`src/rtl/rxbc_pkg.sv`:
```
package rxbc_pkg;
   typedef enum logic {
      MODE_HALF = 1'b0,
      MODE_FULL = 1'b1
   } rbc_mode_e;
endpackage

```
`src/rtl/rxbc_bitcnt.sv`:
```
module rxbc_bitcnt #(
   parameter int BITS = 10,
   parameter int CW   = $clog2(BITS)
) (
   input  logic          clk_bit,
   input  logic          rst_n,
   input  logic          req,
   input  logic [CW-1:0] ofs,
   output logic [CW-1:0] cnt_q,
   output logic          wrap,
   output logic          accept,
   output logic          holding
);
   logic [CW-1:0] stall_q;
   logic [CW-1:0] eff;

   assign holding = (stall_q != '0);
   assign accept  = req && !holding && (ofs != '0) && (32'(ofs) < BITS);
   assign eff     = accept ? ofs : stall_q;
   assign wrap    = (eff == '0) && (cnt_q == CW'(BITS-1));

   always_ff @(posedge clk_bit or negedge rst_n) begin
      if (!rst_n) begin
         cnt_q   <= '0;
         stall_q <= '0;
      end else if (eff != '0) begin
         stall_q <= eff - CW'(1);
      end else begin
         cnt_q   <= wrap ? '0 : cnt_q + CW'(1);
      end
   end
endmodule

```
`src/rtl/rxbc_phase.sv`:
```
module rxbc_phase (
   input  logic clk_bit,
   input  logic rst_n,
   input  logic wrap,
   input  logic accept,
   output logic ph_q,
   output logic force_q,
   output logic bnd_q
);
   always_ff @(posedge clk_bit or negedge rst_n) begin
      if (!rst_n) begin
         ph_q    <= 1'b0;
         force_q <= 1'b0;
         bnd_q   <= 1'b0;
      end else begin
         bnd_q <= wrap;
         if (wrap) begin
            ph_q    <= force_q ? 1'b1 : ~ph_q;
            force_q <= 1'b0;
         end else if (accept) begin
            force_q <= 1'b1;
         end
      end
   end
endmodule

```
`src/rtl/rxbyteclk_gen.sv`:
```
module rxbyteclk_gen
   import rxbc_pkg::*;
#(
   parameter int BITS    = 10,
   parameter int HI_BITS = BITS / 2,
   parameter int CW      = $clog2(BITS)
) (
   input  logic          clk_bit,
   input  logic          rst_n,
   input  logic          full_mode,
   input  logic          realign_req,
   input  logic [CW-1:0] realign_ofs,
   output logic          rbc1_o,
   output logic          rbc0_o,
   output logic          char_start_o
);
   localparam int LO_BITS = BITS - HI_BITS;

   if (BITS < 4) begin : g_bad_bits
      $error("rxbyteclk_gen: BITS must be at least 4");
   end
   if (HI_BITS < 1 || LO_BITS < 1) begin : g_bad_hi
      $error("rxbyteclk_gen: HI_BITS must lie in 1..BITS-1");
   end

   rbc_mode_e     mode;
   logic [CW-1:0] cnt;
   logic          wrap;
   logic          accept;
   logic          holding;
   logic          ph;
   logic          force_q;
   logic          full_hi;

   assign mode = rbc_mode_e'(full_mode);

   rxbc_bitcnt #(.BITS(BITS), .CW(CW)) u_cnt (
      .clk_bit (clk_bit),
      .rst_n   (rst_n),
      .req     (realign_req),
      .ofs     (realign_ofs),
      .cnt_q   (cnt),
      .wrap    (wrap),
      .accept  (accept),
      .holding (holding)
   );

   rxbc_phase u_ph (
      .clk_bit (clk_bit),
      .rst_n   (rst_n),
      .wrap    (wrap),
      .accept  (accept),
      .ph_q    (ph),
      .force_q (force_q),
      .bnd_q   (char_start_o)
   );

   if (HI_BITS == LO_BITS) begin : g_sym
      assign full_hi = (cnt < CW'(HI_BITS));
   end else begin : g_asym
      assign full_hi = (32'(cnt) < HI_BITS);
   end

   always_comb begin
      if (mode == MODE_FULL) begin
         rbc1_o = full_hi;
         rbc0_o = 1'b0;
      end else begin
         rbc1_o = ph;
         rbc0_o = ~ph;
      end
   end
endmodule

```
`config.mk`:
```
export PLATFORM = sky130hd
export DESIGN_NAME = rxbyteclk_gen
export DESIGN_NICKNAME = d
export VERILOG_FILES = /design/src/rtl/rxbc_pkg.sv /design/src/rtl/rxbc_bitcnt.sv /design/src/rtl/rxbc_phase.sv /design/src/rtl/rxbyteclk_gen.sv
export SDC_FILE = /design/constraint.sdc
export NUM_CORES = 1
export LEC_CHECK = 0
export BUFFER_PORTS_ARGS = -buffer_cell sky130_fd_sc_hd__buf_2
export CAP_MARGIN = 20
export CORE_AREA = 2 2 39 41
export CTS_CLUSTER_SIZE = 28
export DETAILED_ROUTE_END_ITERATION = 7
export DIE_AREA = 0 0 41 43
export PLACE_DENSITY = 0.71
export SLEW_MARGIN = 20
export SYNTH_ARGS = -nofsm -noshare
export SYNTH_HDL_FRONTEND = slang
export SYNTH_SLANG_ARGS = --single-unit
```
`constraint.sdc`:
```
create_clock -name clk_bit -period 5.2 [get_ports clk_bit]
set_clock_uncertainty 0.2 [all_clocks]
set_input_delay 0.52 -clock clk_bit [delete_from_list [all_inputs] [get_ports clk_bit]]
set_output_delay 0.52 -clock clk_bit [all_outputs]
set_load 0.02 [all_outputs]
```
[Word-level counts from Yosys, hierarchy flattened]
Index checks and enable logic that the tools add are counted.
W data, S select, Z words.
Operators by class
  eq/ne operators: 1
  magnitude comparators: 2
  mux-type cells: 7
  bitwise gates (word level): 1
  reductions and logical operators: 10
  $add $sub $neg: 2
Operators with widths (count)
  $reduce_bool A4 Y1: 3
  $mux W4: 2
  $mux W1: 5
  $add A4 B1 Y4 const B: 1
  $eq A4 B4 Y1 const B: 1
  $logic_and A1 B1 Y1: 4
  $logic_not A4 Y1: 1
  $lt A4 B3 Y1 const B: 1
  $lt A4 B4 Y1 const B: 1
  $sub A4 B1 Y4 const B: 1
  $reduce_bool A2 Y1: 1
  $logic_not A1 Y1: 1
  $not A1 Y1: 1
Word-level totals
  register bits: 11
  input port bits: 8
  output and inout bits: 3

[Depth between registers and ports, before layout]
Gate-level depths: netlist of run 1.
  depth after elaboration: 9
  gate-level depth with buffers: 7
  gate-level depth less buffers: 7

[Hierarchy]
From an unflattened synthesis of run 1, not the netlist that was laid out.
Unflattened totals
  cell total of the unflattened synthesis: 65
  area total of the unflattened synthesis: 671.9 um2
By module, submodules not included
  rxbc_bitcnt: times used 1, cells an instance 54, area an instance 548.0 um2
  rxbc_phase: times used 1, cells an instance 8, area an instance 97.6 um2
  rxbyteclk_gen: times used 1, cells an instance 3, area an instance 26.3 um2

[Worst setup path before layout of run 1]
No wires, ideal clock.
  path type: register -> register
  start: register u_cnt.stall_q[0]
  end: register u_cnt.stall_q[2]
  cell stages (with the launch flop): 8
  clock period less this slack: 2056 ps
  path slack: 3144 ps
  arrival time: 1729 ps
  path through: dfrtp_1 -> or3_1 -> or2_2 -> nor3_1 -> a21oi_1 -> ha_1 -> o21ai_0 -> mux2i_1
On the way
  word-level cells in the longest chain between the ends: 7
Ends and longest elaborated chain
  start, declared: RTL line rxbc_bitcnt.sv:14  | logic [CW-1:0] stall_q;
  start signal, assigned: RTL line rxbc_bitcnt.sv:27  | stall_q <= eff - CW'(1);
  $reduce_bool A4 Y1: RTL line rxbc_bitcnt.sv:17  | assign holding = (stall_q != '0);
  $logic_not A1 Y1: RTL line rxbc_bitcnt.sv:18  | assign accept = req && !holding && (ofs != '0) && (32'(ofs) < BITS);
  $logic_and A1 B1 Y1 (3 in series): RTL line rxbc_bitcnt.sv:18
  $mux W4 (*): RTL line rxbc_bitcnt.sv:19  | assign eff = accept ? ofs : stall_q;
  $sub A4 B1 Y4 / $reduce_bool A4 Y1 (equally long branches): RTL line rxbc_bitcnt.sv:27, rxbc_bitcnt.sv:26
Every way passes the cells marked *; elsewhere a longest branch is shown, timed or not.
A chain may end at the register's enable or synchronous reset.

[Worst setup path after layout of run 1]
  start: register u_cnt.stall_q[0]
  end: register u_cnt.stall_q[1]
The elaborated chain is that of the path after synthesis.

==> flow_summary.yaml, run 1 <==
power:
  p_leak_nw: 0.339
  max-vdd-ir-drop_v: 0.000303
  total_power_mw: 0.386
  powerDensity_mw_per_mm2: 508
critical_path:
  slowest_stage: "dfrtp_1"
  path_class: "flop to flop"
  regToRegStartpoint: "u_cnt.stall_q[0]"
  critPathCaptureType: "flop"
  crit_fanout: 5
  r2r_setup_slack_ns: 2.96
  cp_data_arrival_time_ns: 2.23
  critical_path.max_stage_delay_ns: 0.44
  rr_worst_depth: 6
  start_kind: "flop"
  path_cells: "or3_1 -> or2_2 -> nor3_1 -> a21oi_1 -> ha_1 -> nor2b_1"
  cp.required_ns: 5.19
  timing.rr.end: "u_cnt.stall_q[1]"
layout:
  nets: 94
  stdcell_area_um2: 759
  multi_input_area_um2: 363
  syn_to_final_growth_pct: 16.3
  regArea_um2: 275
  final_core_util_pct: 54.9
  layout_common_cells: "dfrtp_1 (11), buf_2 (10), a21oi_1 (6), nand2_1 (6), o21ai_0 (6)"
  antenna_cells: 0
  final_common_cell: "dfrtp_1"
  drive_gt1_share_pct: 24.7
  fillers: 122
  stdcell_count: 97
die:
  dieArea_mm2: 0.00176
  die_h_um: 43
  rows: 14
  dieWidth_um: 41
  io_pins: 11
  core_mm2: 0.00138
  initial_core_util_pct: 47.2
synthesis:
  mappedNetlistArea_um2: 653
  synth_largest_area_cell: "dfrtp_1"
  yosysWarnings: 0
  netlist.area_leader.share_pct: 42.1
  avgSynthCellArea_um2: 9.90
  ys_seq_area_share_pct: 42.1
  synthDistinctLibCells: 23
  netlist_top_cells_area: "dfrtp_1 (42%), ha_1 (7.7%), mux2_2 (5.2%)"
  postSynthCellCount: 66
  synth-seq-cells: 11
  synth_nets: 78
grt:
  overflow: 0
  grt_pass1_vias: 512
  grtUsageTotal_pct: 18.1
  grt_start_max_net_pins: 12
  grt_pass1_wl_mm: 2.10
  antenna_found_initial: 0
place:
  numPortBuffers: 10
  postPlaceCellArea_um2: 723
  gp_congestion: 0.842
  hpwlAfterDp_um: 921
  pre_cts_ws_ns: 2.98
  place_inst: 92
timing:
  timing.final.crit_period_ns: 2.24
  setup_ws_ns: 2.96
  finalHoldViolCount: 0
  max_freq_ghz: 0.446
  tns_ns: 0
  rsz0062_at_grt: "no"
  fin_crit_sh_pct: 43.1
  tightest_slew_ns: 0.302
  relSlewSlack_pct: 79.8
  setup_violations: 0
  maxSlewViolCount: 0
  whs_ns: 0.319
min_path:
  holdPathStages: 2
  min-delay-start: "u_ph.force_q"
  min_to: "u_ph.force_q"
  min_path_type: "flop to flop"
clocking:
  cts_tree: "yes"
  cts.reportedPaths.clkPinSlew_ns: 0.07
  ctsResizeCount: 0
  holdBufCountCts: 1
  post-cts-setup-buffer-count: 0
  cts_made_buffers: 3
  cts_buffer_depth: 2
  cts_root_buffer: "clkbuf_4"
  cts.htree.levels: 1
  clk_latency_ns: 0.26
  clock_sinks: 11
routing:
  routedWlPerCell_um: 12.1
  drc: 0
  dr_total_vias: 514
  drt_iter0_drc: 9
  via_per_inst: 5.30
  drt_wl_total_mm: 1.17
  first_pass_iters: 4
  final_antenna_net_count: 0
run_status:
  outcome: "completed"
run:
  drv_cap: 0
synthesized netlist by cell type:
library cell,number
inv_1,4
nand2b_1,3
nand3b_1,1
o21a_1,1
or3_1,2
or4b_1,1
o21ai_0,6
a21oi_1,6
nor2b_1,1
ha_1,4
mux2_2,3
o31ai_1,1
dfrtp_1,11
nor3_1,4
nor2_1,4
nand2_1,6
nor4_4,1
o41ai_4,1
o21ai_2,1
nand3_1,2
or4_1,1
mux2i_1,1
or2_2,1
kinds of logic after synthesis:
family / count (synthesis) / share of synthesized area (%)
flip-flops: 11 / 42.1
multiplexers: 4 / 6.70
buffers and inverters: 4 / 2.30
adder cells (fa/ha/maj): 4 / 7.66
AO/OA/AOI/OAI: 16 / 17.1
AND/OR/NAND/NOR: 27 / 24.1
critical path, delay by kind of cell, from the launching register on:
family | cells | cell delay [ns]
AO/OA/AOI/OAI | 1 | 0.11
adder cells (fa/ha/maj) | 1 | 0.30
flip-flops | 1 | 0.44
AND/OR/NAND/NOR | 4 | 1.11
routing by layer:
| layer | GRT usage [%] | up-vias | wire length, um |
|---|---|---|---|
| met4 | 12.0 | 0 | 28 |
| met2 | 25.3 | 3 | 558 |
| li1 | - | 272 | - |
| met1 | 24.1 | 235 | 563 |
| met3 | 3.66 | 4 | 22 |
| met5 | 0 | - | 0 |
state kept, by name, indices dropped and copies added (netlist names):
signal and flops:
u_cnt.cnt_q 4, u_ph.ph_q 1, u_ph.bnd_q 1, u_ph.force_q 1
u_cnt.stall_q 4
worst max path at each step:
stage,from,endpoint,slack [ns],cells past startpoint
2_1_floorplan,u_cnt.stall_q[0],u_cnt.stall_q[2],3.14,7
3_3_place_gp,u_cnt.stall_q[0],u_cnt.stall_q[1],2.98,6
3_5_place_dp,u_cnt.stall_q[0],u_cnt.stall_q[2],2.98,7
4_1_cts,u_cnt.stall_q[0],u_cnt.stall_q[1],2.94,6
5_1_grt,u_cnt.stall_q[0],u_cnt.stall_q[1],2.79,6
6_report,u_cnt.stall_q[0],u_cnt.stall_q[1],2.96,6
cell type report:
type | count | share of cell area [%]
well taps | 16 | 2.64
clock buffers | 4 | 3.46
inverters | 4 | 1.98
repair buffers | 11 | 7.91
multi-input cells | 51 | 47.8
flip-flops and latches | 11 | 36.2
power by group:
group	switching, mW	total, mW	internal (mW)
registers	0.0453	0.167	0.122
clock network	0.0287	0.0583	0.0296
logic	0.0847	0.160	0.0755
Power figures use the tool's default switching activity.
==> run 2: changes to the inputs <==
Settings changed: CORE_AREA 2 2 39 41 to unset, CORE_UTILIZATION set to 47, DIE_AREA 0 0 41 43 to unset.
Clock period 5.2 ns to 2 ns, I/O delays scaled along.
==> flow_summary.yaml, run 2 (synthesis gave the netlist of run 1 again) <==
min_path:
  holdPathStages: 3
  min_path_type: "input port to flop"
  min-delay-start: "realign_ofs[2]"
  min_to: "u_cnt.stall_q[2]"
routing:
  routedWlPerCell_um: 12.8
  final_antenna_net_count: 0
  dr_total_vias: 549
  via_per_inst: 5.44
  drt_wl_total_mm: 1.29
  drt_iter0_drc: 7
  first_pass_iters: 4
  drc: 0
grt:
  antenna_found_initial: 0
  grt_pass1_vias: 481
  grt_start_max_net_pins: 12
  overflow: 0
  grt_pass1_wl_mm: 2.00
  grtUsageTotal_pct: 21.1
timing:
  maxSlewViolCount: 0
  rsz0062_at_grt: "no"
  timing.final.crit_period_ns: 1.92
  fin_crit_sh_pct: 95.9
  tns_ns: 0
  setup_violations: 0
  finalHoldViolCount: 0
  relSlewSlack_pct: 76.4
  setup_ws_ns: 0.0812
  tightest_slew_ns: 0.355
  max_freq_ghz: 0.521
critical_path:
  critPathCaptureType: "flop"
  crit_fanout: 9
  cp_data_arrival_time_ns: 1.92
  path_class: "flop to flop"
  cp.required_ns: 2.00
  r2r_setup_slack_ns: 0.08
  rr_worst_depth: 5
  start_kind: "flop"
  timing.rr.end: "u_cnt.cnt_q[3]"
  regToRegStartpoint: "u_cnt.stall_q[0]"
clocking:
  cts.htree.levels: 1
  cts_root_buffer: "clkbuf_4"
  cts.reportedPaths.clkPinSlew_ns: 0.06
  cts_tree: "yes"
  clock_sinks: 11
  cts_buffer_depth: 2
  clk_latency_ns: 0.26
  post-cts-setup-buffer-count: 0
  cts_made_buffers: 3
place:
  numPortBuffers: 10
  pre_cts_ws_ns: -0.0337
  gp_congestion: 0.764
  hpwlAfterDp_mm: 1.02
  place_inst: 96
die:
  die_h_um: 39.3
  dieArea_mm2: 0.00154
  core_mm2: 0.00130
  dieWidth_um: 39.3
  rows: 13
  initial_core_util_pct: 50.2
  io_pins: 11
layout:
  nets: 99
  reg_top3: "u_cnt.cnt_q x4, u_cnt.stall_q x4"
  drive_gt1_share_pct: 34.9
  stdcell_count: 101
  fillers: 119
  regArea_um2: 275
  syn_to_final_growth_pct: 26.2
  multi_input_area_um2: 392
  layout_common_cells: "dfrtp_1 (11), buf_2 (10), a21oi_1 (6), nand2_1 (6), o21ai_0 (6)"
  antenna_cells: 0
  final_common_cell: "dfrtp_1"
run:
  drv_cap: 0
power:
  p_leak_nw: 0.370
  powerDensity_mw_per_mm2: 1350
  max-vdd-ir-drop_v: 0.000784
run_status:
  outcome: "completed"
## run 2: stage by stage
stage	hold slack, ns	total power [mW]	cell area, um2	utilization [%]
after global placement	-0.121	0.915	769	59.1
after CTS	0.105	1.09	806	61.9
final	0.113	1.11	825	63.4
after detailed placement	-0.123	0.937	769	59.1
after global routing	0.108	1.21	825	63.4
after floorplan	-0.296	0.752	663	-
## run 2: metal layers
metal	share of wire, %	up-vias	GRT usage [%]
met1	43	256	23.8
li1	-	279	-
met5	0	-	0
met4	0.78	0	5.17
met3	5.4	2	10.2
met2	51	12	35.4
## run 2: where the power goes
part           internal (mW)  switching (mW)
logic                  0.272           0.284
clock network         0.0772          0.0688
registers              0.317          0.0941
total                  0.666           0.447
## run 2: timing repair
item                       CTS  global route
setup endpoints to repair    2             2
hold endpoints to repair    11             0
gates resized for setup      0             5
hold buffers                 1             0
pin swaps                    1             0
## run 2: area by class of cell
cell class,instances,area share (%)
multi-input cells,51,47.5
flip-flops and latches,11,33.4
repair buffers,16,11.8
clock buffers,4,3.19
well taps,15,2.28
inverters,4,1.82
## run 2: how the worst max path moves through the flow
stage | slack, ns | to | startpoint | cells after the start
6_report | 0.08 | u_cnt.cnt_q[3] | u_cnt.stall_q[0] | 5
5_1_grt | 0.01 | u_cnt.stall_q[2] | u_cnt.stall_q[3] | 7
4_1_cts | 0.001 | u_cnt.stall_q[2] | u_cnt.stall_q[3] | 7
3_5_place_dp | -0.03 | u_cnt.stall_q[2] | u_cnt.stall_q[3] | 7
3_3_place_gp | 0.03 | u_cnt.stall_q[2] | u_cnt.stall_q[1] | 7
2_1_floorplan | 0.01 | u_cnt.stall_q[2] | u_cnt.stall_q[3] | 7
## run 2: worst max-delay path, cell delays in order, from the launching register on
cell	delay, ns
dfrtp_1	0.38
buf_4	0.16
nor4_4	0.32
o21ai_2	0.18
or4b_1	0.52
nand3_1	0.10
==> run 3: changes to the inputs <==
Settings changed: CAP_MARGIN 20 to 25, CELL_PAD_IN_SITES_DETAIL_PLACEMENT set to 0, CELL_PAD_IN_SITES_GLOBAL_PLACEMENT set to 1, CORE_UTILIZATION 47 to 36, PLACE_DENSITY 0.71 to unset, PLACE_DENSITY_LB_ADDON set to 0.1.
==> flow_summary.yaml, run 3 (synthesis gave the netlist of run 1 again) <==
critical_path:
  slowest_stage: "dfrtp_1"
  cp_data_arrival_time_ns: 1.88
  crit_family: "simple AND/OR/NAND/NOR gates"
  crit_fanout: 3
  path_class: "flop to flop"
  timing.rr.end: "u_cnt.stall_q[1]"
  regToRegStartpoint: "u_cnt.stall_q[3]"
  crit_buf_inv: 1
  start_kind: "flop"
  critical_path.max_stage_delay_ns: 0.39
  critPathCaptureType: "flop"
  worst-path-stages: 6
  path_cells: "or3_4 -> buf_4 -> nor3_1 -> a21oi_1 -> ha_2 -> nor2b_1"
  cp.required_ns: 1.96
  r2r_setup_slack_ns: 0.08
  rr_worst_depth: 6
timing:
  rsz0062_at_grt: "no"
  tns_ns: 0
  finalHoldViolCount: 0
  fin_crit_sh_pct: 96.2
  timing.final.crit_period_ns: 1.92
  tightest_slew_ns: 0.362
  max_freq_ghz: 0.520
  relSlewSlack_pct: 75.8
  maxSlewViolCount: 0
  setup_violations: 0
min_path:
  min_to: "u_cnt.stall_q[3]"
  min-delay-start: "realign_ofs[2]"
  holdPathStages: 3
  min_path_type: "input port to flop"
routing:
  drc: 0
  final_antenna_net_count: 0
  routedWlPerCell_um: 11.7
  via_per_inst: 4.95
  drt_iter0_drc: 11
  dr_total_vias: 554
  first_pass_iters: 4
  drt_wl_total_mm: 1.31
grt:
  grt_start_max_net_pins: 12
  overflow: 0
  grt_pass1_wl_mm: 2.06
  antenna_found_initial: 0
  grt_pass1_vias: 458
  grtUsageTotal_pct: 15.3
clocking:
  cts_buffer_depth: 2
  cts_root_buffer: "clkbuf_4"
  clk_latency_ns: 0.26
  cts.htree.levels: 1
  clock_sinks: 11
  cts_made_buffers: 3
  cts.reportedPaths.clkPinSlew_ns: 0.06
  cts_tree: "yes"
die:
  rows: 15
  dieArea_mm2: 0.00199
  die_h_um: 44.6
  core_mm2: 0.00171
  io_pins: 11
  initial_core_util_pct: 38.2
  dieWidth_um: 44.6
power:
  max-vdd-ir-drop_v: 0.000653
  p_seq_share_pct: 37.3
  combinationalPowerShare_pct: 49.5
  p_leak_nw: 0.373
  p_int_mw: 0.663
  powerDensity_mw_per_mm2: 1310
  switchingPower_mw: 0.438
  switching_share_pct: 39.8
  clock_power_share_pct: 13.2
layout:
  nets: 100
  layout_common_cells: "dfrtp_1 (11), buf_2 (10), nand2_1 (6), o21ai_0 (6), buf_4 (6)"
  drive_gt1_share_pct: 34.5
  reg_top3: "u_cnt.cnt_q x4, u_cnt.stall_q x4"
  antenna_cells: 0
  syn_to_final_growth_pct: 28.7
  final_common_cell: "dfrtp_1"
  stdcell_count: 112
place:
  numPortBuffers: 10
  hpwlAfterDp_um: 951
  gp_congestion: 0.768
  place_inst: 105
run_status:
  outcome: "completed"
run:
  drv_cap: 0
## run 3: area by class of cell
| cell class | count | area, um2 |
|---|---|---|
| clock buffer | 4 | 26.3 |
| tap | 25 | 31.3 |
| inverter | 4 | 15.0 |
| fill | 165 | 867 |
| sequential | 11 | 275 |
| multi-input combinational | 51 | 388 |
| timing repair buffer | 17 | 105 |
## run 3: worst min-delay path: cells and delay by family
kind | cells | cell delay (ns)
simple gates | 1 | 0.12
buf+inv | 1 | 0.13
compound gates | 1 | 0.06
## run 3: per-layer routing
metal	vias to the layer above	global-route usage [%]	routed length [um]
li1	281	-	-
met1	259	21.3	660
met2	12	21.2	581
met3	2	6.12	53
met4	0	5.45	10
met5	-	0	0
## run 3: metrics by stage
| step | util, % | hold slack (ns) | power (mW) | setup slack (ns) | area [um2] |
|---|---|---|---|---|---|
| 5_1_grt | 49.2 | 0.121 | 1.21 | 0.0221 | 841 |
| 2_1_floorplan | - | -0.296 | 0.752 | 0.0107 | 663 |
| 3_3_place_gp | 45.3 | -0.111 | 0.919 | -0.0253 | 774 |
| 4_1_cts | 47.9 | 0.0938 | 1.08 | 0.000998 | 818 |
| 6_report | 49.2 | 0.102 | 1.10 | 0.0752 | 841 |
| 3_5_place_dp | 45.3 | -0.109 | 0.924 | -0.0570 | 774 |
## run 3: worst max-delay path by stage
stage               slack, ns              from               end
floorplan                0.01  u_cnt.stall_q[3]  u_cnt.stall_q[2]
CTS                     0.001  u_cnt.stall_q[3]  u_cnt.stall_q[2]
detailed placement      -0.06  u_cnt.stall_q[3]  u_cnt.stall_q[2]
global placement        -0.03  u_cnt.stall_q[3]  u_cnt.stall_q[2]
global route             0.02  u_cnt.stall_q[3]  u_cnt.stall_q[2]
finish                   0.08  u_cnt.stall_q[3]  u_cnt.stall_q[1]
## run 3: what timing repair did
item,CTS,global route
endpoints found under the hold margin,11,0
pin swaps,0,2
endpoints found under the setup margin,2,2
resized for setup,0,4
buffers inserted,1,1
hold buffers,1,0
## run 3: power by group through the flow
stage	sequential, mW	clock (mW)	combinational [mW]
after detailed placement	0.415	0	0.510
after floorplan	0.415	0	0.336
after CTS	0.409	0.157	0.519
final	0.411	0.145	0.545
after global routing	0.428	0.167	0.611
after global placement	0.416	0	0.503
